### src/rtl/rtcfe_pkg.sv
package rtcfe_pkg;
   // word indices within the decoded window (byte offset / 4)
   localparam int WORD_CTRL   = 0;
   localparam int WORD_STAT   = 1;
   localparam int WORD_SPARE0 = 2;
   localparam int WORD_HI     = 4;

   // control word fields
   localparam int BIT_START = 17;
   localparam int BIT_BUSY  = 22;
   localparam int LO_LSB    = 24;
   localparam int BYTE_W    = 8;
   localparam int CFG_W     = 2 * BYTE_W;

   // sclk lands in bit 0, sen in bit 1, sdi in bit 2
   typedef struct packed {
      logic sdi;
      logic sen;
      logic sclk;
   } line_t;

   function automatic logic [31:0] ctrl_word(input logic [BYTE_W-1:0] lo,
                                             input logic busy,
                                             input line_t lines);
      logic [31:0] w;
      w = '0;
      w[LO_LSB +: BYTE_W] = lo;
      w[BIT_BUSY]         = busy;
      w[2:0]              = lines;
      return w;
   endfunction
endpackage

### src/rtl/rtcfe_sync.sv
module rtcfe_sync #(
   parameter int STAGES = 2,
   parameter int W      = 2
) (
   input  logic         clk,
   input  logic         rst_n,
   input  logic [W-1:0] d_i,
   output logic [W-1:0] q_o
);
   if (STAGES < 0 || STAGES > 4) begin : g_bad_stages
      $error("rtcfe_sync: STAGES must be 0..4");
   end

   if (STAGES == 0) begin : g_direct
      assign q_o = d_i;
   end else begin : g_chain
      logic [W-1:0] stage_q [STAGES];
      always_ff @(posedge clk or negedge rst_n) begin
         if (!rst_n) stage_q[0] <= '0;
         else        stage_q[0] <= d_i;
      end
      for (genvar i = 1; i < STAGES; i++) begin : g_stage
         always_ff @(posedge clk or negedge rst_n) begin
            if (!rst_n) stage_q[i] <= '0;
            else        stage_q[i] <= stage_q[i-1];
         end
      end
      assign q_o = stage_q[STAGES-1];
   end
endmodule

### src/rtl/rtcfe_cfg_shifter.sv
module rtcfe_cfg_shifter #(
   parameter int HALF_CYC = 2,
   parameter int CFG_W    = 16
) (
   input  logic             clk,
   input  logic             rst_n,
   input  logic             start_i,
   input  logic [CFG_W-1:0] payload_i,
   output logic             busy_o,
   output logic             ser_clk_o,
   output logic             ser_dat_o
);
   localparam int DIV_W = (HALF_CYC > 1) ? $clog2(HALF_CYC) : 1;
   localparam int BIT_W = (CFG_W > 1) ? $clog2(CFG_W) : 1;
   localparam logic [DIV_W-1:0] DIV_LAST = DIV_W'(HALF_CYC - 1);
   localparam logic [BIT_W-1:0] BIT_LAST = BIT_W'(CFG_W - 1);

   if (HALF_CYC < 1) begin : g_bad_half
      $error("rtcfe_cfg_shifter: HALF_CYC must be at least 1");
   end
   if (CFG_W < 2 || (1 << BIT_W) != CFG_W) begin : g_bad_width
      $error("rtcfe_cfg_shifter: CFG_W must be a power of two >= 2");
   end

   logic             busy_q;
   logic             phase_q;
   logic [DIV_W-1:0] div_q;
   logic [BIT_W-1:0] bit_q;
   logic [CFG_W-1:0] shreg_q;

   always_ff @(posedge clk or negedge rst_n) begin
      if (!rst_n) begin
         busy_q  <= 1'b0;
         phase_q <= 1'b0;
         div_q   <= '0;
         bit_q   <= '0;
         shreg_q <= '0;
      end else if (start_i && !busy_q) begin
         busy_q  <= 1'b1;
         phase_q <= 1'b0;
         div_q   <= '0;
         bit_q   <= '0;
         shreg_q <= payload_i;
      end else if (busy_q) begin
         if (div_q == DIV_LAST) begin
            div_q   <= '0;
            phase_q <= ~phase_q;
            if (phase_q) begin
               shreg_q <= {shreg_q[CFG_W-2:0], 1'b0};
               bit_q   <= bit_q + 1'b1;
               if (bit_q == BIT_LAST) busy_q <= 1'b0;
            end
         end else begin
            div_q <= div_q + 1'b1;
         end
      end
   end

   assign busy_o    = busy_q;
   assign ser_clk_o = phase_q;
   assign ser_dat_o = shreg_q[CFG_W-1];
endmodule

### src/rtl/rtcfe_regfile.sv
module rtcfe_regfile
   import rtcfe_pkg::*;
#(
   parameter int          ADDR_W    = 5,
   parameter int          BUS_W     = 32,
   parameter int          NUM_SPARE = 2,
   parameter logic [15:0] CFG_RESET = 16'h180A
) (
   input  logic              clk,
   input  logic              rst_n,
   input  logic              wr_en_i,
   input  logic [ADDR_W-1:0] addr_i,
   input  logic [BUS_W-1:0]  wdata_i,
   input  logic              busy_i,
   input  logic [1:0]        stat_i,
   output line_t             lines_o,
   output logic              start_o,
   output logic [CFG_W-1:0]  payload_o,
   output logic [BUS_W-1:0]  rdata_o
);
   localparam int IDX_W = ADDR_W - 2;

   if (BUS_W != 32) begin : g_bad_bus
      $error("rtcfe_regfile: BUS_W must be 32");
   end
   if (ADDR_W < 5) begin : g_bad_addr
      $error("rtcfe_regfile: ADDR_W must be at least 5");
   end
   if (NUM_SPARE < 1 || NUM_SPARE > 2) begin : g_bad_spare
      $error("rtcfe_regfile: NUM_SPARE must be 1 or 2");
   end

   logic [IDX_W-1:0]  idx;
   logic              ctrl_wr;
   logic              unused_lsb;
   line_t             lines_q;
   logic [BYTE_W-1:0] lo_q;
   logic [BYTE_W-1:0] hi_q;
   logic [BUS_W-1:0]  spare_q [NUM_SPARE];

   assign idx        = addr_i[ADDR_W-1:2];
   assign unused_lsb = ^addr_i[1:0];
   assign ctrl_wr    = wr_en_i && (idx == IDX_W'(WORD_CTRL));

   always_ff @(posedge clk or negedge rst_n) begin
      if (!rst_n) begin
         lines_q <= '0;
         lo_q    <= CFG_RESET[BYTE_W-1:0];
      end else if (ctrl_wr) begin
         lo_q <= wdata_i[LO_LSB +: BYTE_W];
         if (!busy_i) lines_q <= wdata_i[2:0];
      end
   end

   always_ff @(posedge clk or negedge rst_n) begin
      if (!rst_n)
         hi_q <= CFG_RESET[CFG_W-1:BYTE_W];
      else if (wr_en_i && idx == IDX_W'(WORD_HI))
         hi_q <= wdata_i[BYTE_W-1:0];
   end

   for (genvar i = 0; i < NUM_SPARE; i++) begin : g_spare
      always_ff @(posedge clk or negedge rst_n) begin
         if (!rst_n)
            spare_q[i] <= '0;
         else if (wr_en_i && idx == IDX_W'(WORD_SPARE0 + i))
            spare_q[i] <= wdata_i;
      end
   end

   assign start_o   = ctrl_wr && !busy_i && wdata_i[BIT_START];
   assign payload_o = {hi_q, wdata_i[LO_LSB +: BYTE_W]};
   assign lines_o   = lines_q;

   always_comb begin
      rdata_o = '0;
      if (idx == IDX_W'(WORD_CTRL))
         rdata_o = ctrl_word(lo_q, busy_i, lines_q);
      if (idx == IDX_W'(WORD_STAT))
         rdata_o[1:0] = stat_i;
      if (idx == IDX_W'(WORD_HI))
         rdata_o[BYTE_W-1:0] = hi_q;
      for (int i = 0; i < NUM_SPARE; i++)
         if (idx == IDX_W'(WORD_SPARE0 + i))
            rdata_o = spare_q[i];
   end
endmodule

### src/rtl/rtc_link_frontend.sv
module rtc_link_frontend
   import rtcfe_pkg::*;
#(
   parameter int          ADDR_W      = 5,
   parameter int          BUS_W       = 32,
   parameter int          NUM_SPARE   = 2,
   parameter int          SYNC_STAGES = 2,
   parameter int          HALF_CYC    = 2,
   parameter logic [15:0] CFG_RESET   = 16'h180A
) (
   input  logic              clk,
   input  logic              rst_n,
   input  logic              bus_wr_en,
   input  logic [ADDR_W-1:0] bus_addr,
   input  logic [BUS_W-1:0]  bus_wdata,
   input  logic [3:0]        bus_byte_en,
   output logic [BUS_W-1:0]  bus_rdata,
   output logic              link_sclk,
   output logic              link_sen,
   output logic              link_sdi,
   input  logic              link_sdo,
   input  logic              link_rdy,
   output logic              cfg_clk,
   output logic              cfg_dat
);
   line_t             lines;
   logic              ser_busy;
   logic              ser_start;
   logic [CFG_W-1:0]  ser_payload;
   logic [1:0]        stat_sync;
   logic              unused_be;

   // every access is a full word
   assign unused_be = ^bus_byte_en;

   rtcfe_sync #(.STAGES(SYNC_STAGES), .W(2)) i_sync (
      .clk   (clk),
      .rst_n (rst_n),
      .d_i   ({link_rdy, link_sdo}),
      .q_o   (stat_sync)
   );

   rtcfe_regfile #(
      .ADDR_W    (ADDR_W),
      .BUS_W     (BUS_W),
      .NUM_SPARE (NUM_SPARE),
      .CFG_RESET (CFG_RESET)
   ) i_regs (
      .clk       (clk),
      .rst_n     (rst_n),
      .wr_en_i   (bus_wr_en),
      .addr_i    (bus_addr),
      .wdata_i   (bus_wdata),
      .busy_i    (ser_busy),
      .stat_i    (stat_sync),
      .lines_o   (lines),
      .start_o   (ser_start),
      .payload_o (ser_payload),
      .rdata_o   (bus_rdata)
   );

   rtcfe_cfg_shifter #(.HALF_CYC(HALF_CYC), .CFG_W(CFG_W)) i_shift (
      .clk       (clk),
      .rst_n     (rst_n),
      .start_i   (ser_start),
      .payload_i (ser_payload),
      .busy_o    (ser_busy),
      .ser_clk_o (cfg_clk),
      .ser_dat_o (cfg_dat)
   );

   assign link_sclk = lines.sclk;
   assign link_sen  = lines.sen;
   assign link_sdi  = lines.sdi;
endmodule

### config.mk
export PLATFORM = sky130hd
export DESIGN_NAME = rtc_link_frontend
export DESIGN_NICKNAME = d
export VERILOG_FILES = /design/src/rtl/rtcfe_pkg.sv /design/src/rtl/rtcfe_sync.sv /design/src/rtl/rtcfe_cfg_shifter.sv /design/src/rtl/rtcfe_regfile.sv /design/src/rtl/rtc_link_frontend.sv
export SDC_FILE = /design/constraint.sdc
export NUM_CORES = 1
export LEC_CHECK = 0
export CAP_MARGIN = 20
export CORE_ASPECT_RATIO = 0.5
export CORE_MARGIN = 2
export CORE_UTILIZATION = 35
export CTS_CLUSTER_DIAMETER = 30
export CTS_CLUSTER_SIZE = 30
export DETAILED_ROUTE_END_ITERATION = 6
export GPL_TIMING_DRIVEN = 0
export PLACE_DENSITY_LB_ADDON = 0.3
export SLEW_MARGIN = 20
export SYNTH_ARGS = -nofsm -noshare
export SYNTH_HDL_FRONTEND = slang
export SYNTH_SLANG_ARGS = --single-unit
### constraint.sdc
create_clock -name clk -period 2.2 [get_ports clk]
set_clock_uncertainty 0.2 [all_clocks]
set_input_delay 0.44 -clock clk [delete_from_list [all_inputs] [get_ports clk]]
set_output_delay 0.44 -clock clk [all_outputs]
set_load 0.005 [all_outputs]
==> flow_summary.toml, run 1 <==
[run_status]
status = "finished clean"

[yosys]
synthSimpleGateAreaFrac_pct = 7.121
synthFlopType = "dfrtp_1"
seq_area_frac_synth_pct = 55.27
synthArstFlopShare_pct = 100.0
ys_warn_count = 0
yosysUniqueCellTypes = 37
synth_adder_area_share_pct = 0.2508
synth_xor_area_share_pct = 0.7021
syn_inst = 367
synth-edff-count = 0
synth_nets = 414
synth_top_family_by_area = "multiplexers"
netlist_area_sq_um = 4990
synth.mux.area_fraction_pct = 26.18
synth-seq-cells = 110
synth_compound_area_share_pct = 6.645
synth_area_per_cell_sq_um = 13.60

[global_routing]
grt_pass1_wl_um = 18280
antenna_found_initial = 0
grt_pass1_vias = 3296
grt_usage_pct = 15.53
grt_overflow_total = 0
grt_max_degree = 67

[power]
p_int_mw = 4.244
vdd_ir_drop_max_mv = 0.3823
power.density_nw_per_um2 = 902.2
pwr-share-seq_pct = 49.4
clkPwrFrac_pct = 25.6
p_leak_nw = 2.908
power_frac_comb_pct = 25.0
switching_share_pct = 27.30
finalPower_mw = 5.837
p_sw_mw = 1.593

[route]
remaining_drc_errors = 0
vias = 3228
antenna_left = 0
drt_pass1_iterations = 4
wire_per_inst_um = 16.88
drtIter0Drc = 179
via_per_inst = 4.898
wirelength_um = 11130

[hold_path]
hold_path_end = "i_sync.q_o[0]$_DFF_PN0_"
worstHoldPathCells = 0
hp-start = "i_sync.g_chain.stage_q[2]$_DFF_PN0_"
hold_class = "flop to flop"

[sta]
fin_crit_ps = 2119
tightest_slew_ps = 438.5
clock.fmax_ghz = 0.4719
rsz0062_at_grt = "false"
slew_headroom_pct = 70.77
hold_violations = 0
drv_slew = 0
setup_viol = 0
timing.final.crit_share_pct = 96.31

[clock_tree]
htree_levels = 3
clk_latency_ps = 340
cts_root_buf = "clkbuf_16"
clk_pin_slew_worst_paths_ps = 60
ctsLongestPathBuffers = 2
numClockSinks = 110
numCtsBuffers = 9
cts_tree = "done"

[worst_setup_path]
cp.arrival_ps = 1480
reg2reg_to = "i_shift.shreg_q[7]$_DFFE_PN0P_"
worstPathRequired_ps = 1560
start_kind = "primary input"
cp-end-kind = "output pin"
worst_r2r_path_depth = 6
r2r_slack_ps = 280
path_class = "primary input to output pin"
path_max_fanout = 10
r2r_start = "i_shift.busy_o$_DFF_PN0_"

[floorplanning]
die_area_sq_um = 15290
initial_core_util_pct = 36.32
ios = 83
core_area_sq_um = 13740
rows = 30
die_x_um = 172.9
die_h_um = 88.43

[layout]
diodes = 0
areaGrowthSynthToFinish_pct = 29.66
fin_util_pct = 47.09
n_fill_cell = 1282
num-nets-final = 509
drive_gt1_share_pct = 35.12

[placed_design]
dp_hpwl_um = 7518
gp_congestion = 0.7054
port_buffers = 74

[run]
maxCapViolations = 0
==> layout by cell type, fill, tap and decap left out, types with 5 or more instances in the layout <==
master and count:
dfrtp_1 106, mux2_2 88, clkdlybuf4s50_1 40, nor2_1 28
mux2i_1 26, dlygate4sd2_1 23, and2_1 15, a221o_1 14
buf_4 12, buf_2 9, clkbuf_16 9, buf_6 8
buf_12 5, a22oi_2 5, nand3_1 5
==> flip-flops by register name, summed over array words and instances (netlist names) <==
name,flops
i_regs.spare_q,64
i_shift.shreg_q,16
i_regs.hi_q,8
i_regs.lo_q,8
i_shift.bit_q,4
i_regs.lines_o,3
i_sync.g_chain.stage_q,2
i_sync.q_o,2
i_shift.busy_o,1
i_shift.div_q,1
i_shift.ser_clk_o,1
==> worst max-delay path, stage by stage <==
cell,delay (ps)
buf_4,170
clkbuf_4,250
mux2i_1,240
o32ai_2,100
dlygate4sd2_1,280
==> synthesized netlist by cell type (all sizes together) (2+ instances only) <==
master	count	area, sq um
and3	3	18.77
o21ai	3	15.01
o22ai	2	12.51
a22oi	9	67.56
nand2	4	15.01
o2bb2ai	5	43.79
and2	16	100.1
nand3	5	25.02
dfstp	4	105.1
clkbuf	6	23.77
xnor2	2	17.52
nor2	29	108.9
a21oi	3	18.77
a221o	14	140.1
dfrtp	106	2653
mux2	92	1036
xor2	2	17.52
nor2b	2	12.51
a2bb2oi	2	17.52
buf	21	167.6
mux2i	27	270.3
==> logic make-up after synthesis <==
kind of cell | Yosys count
multiplexers | 119
flip-flops | 110
AND/OR/NAND/NOR | 66
AO/OA/AOI/OAI | 40
buffers and inverters | 27
XOR/XNOR | 4
adder cells (fa/ha/maj) | 1
==> repair_timing <==
action / 4_1_cts / 5_1_grt
pin swaps: 5 / 2
resized for setup: 86 / 11
endpoints found under the setup margin: 32 / 23
hold buffers: 1 / 0
cloned: 1 / 0
buffers inserted: 7 / 1
hold endpoints to repair: 42 / 0
==> routing by layer <==
| layer | up-vias | global-route usage, % | part of all wire, % |
|---|---|---|---|
| li1 | 1522 | - | - |
| met1 | 1644 | 21.82 | 50 |
| met2 | 55 | 23.93 | 44 |
| met3 | 7 | 4.253 | 4.8 |
| met4 | 0 | 4.160 | 0.97 |
| met5 | - | 0 | 0 |
==> worst max path at each step <==
stage                                      to  slack, ps  cells after the start                       start
2_1_floorplan                    bus_rdata[3]        310                      5                 bus_addr[3]
3_3_place_gp   i_regs.spare_q[58]$_DFFE_PN0P_      -3850                      1                       rst_n
3_5_place_dp                     bus_rdata[2]      -1040                      7                 bus_addr[2]
4_1_cts                          bus_rdata[2]       0.08                      5                 bus_addr[4]
5_1_grt                          bus_rdata[1]         20                      4  i_regs.hi_q[1]$_DFFE_PN0P_
6_report                         bus_rdata[2]         80                      5                 bus_addr[4]
==> per-stage QoR <==
step | hold WS, ps | setup TNS, ps | area (sq um) | cells | setup slack [ps]
6_report | 152.2 | 0 | 6470 | 659 | 81.08
5_1_grt | 161.6 | 0 | 6470 | 659 | 15.47
4_1_cts | 155.0 | 0 | 6435 | 659 | 0.07949
3_5_place_dp | 139.4 | -44640 | 6000 | 634 | -1044
3_3_place_gp | 133.1 | -459510 | 5971 | 633 | -3846
2_1_floorplan | -55.59 | 0 | 4990 | 367 | 306.2
==> layout make-up <==
cell class	count	area [sq um]	share of cell area (%)
repair buffers	85	858.3	13.27
clock inverters	3	20.02	0.3094
well taps	192	240.2	3.713
multi-input cells	230	2106	32.55
plain buffers	26	237.7	3.674
clock buffers	13	250.2	3.868
flip-flops and latches	110	2758	42.62
==> power by group through the flow <==
stage / clock [mW] / sequential (mW) / combinational, mW
floorplan: 0 / 2.82 / 0.936
global placement: 0 / 2.90 / 1.41
detailed placement: 0 / 2.91 / 1.44
CTS: 1.54 / 2.88 / 1.46
global route: 1.62 / 2.96 / 1.61
finish: 1.49 / 2.89 / 1.46
Power figures use the tool's default switching activity.
==> inputs of run 2 (changes only) <==
--- a/config.mk
+++ b/config.mk
@@ -13,6 +13,7 @@
 export CTS_CLUSTER_SIZE = 30
 export DETAILED_ROUTE_END_ITERATION = 6
 export GPL_TIMING_DRIVEN = 0
+export HOLD_SLACK_MARGIN = 0.03
 export PLACE_DENSITY_LB_ADDON = 0.3
 export SLEW_MARGIN = 20
 export SYNTH_ARGS = -nofsm -noshare
==> results of run 2 <==
Final layout, timing and power as in run 1 (identical DEF).
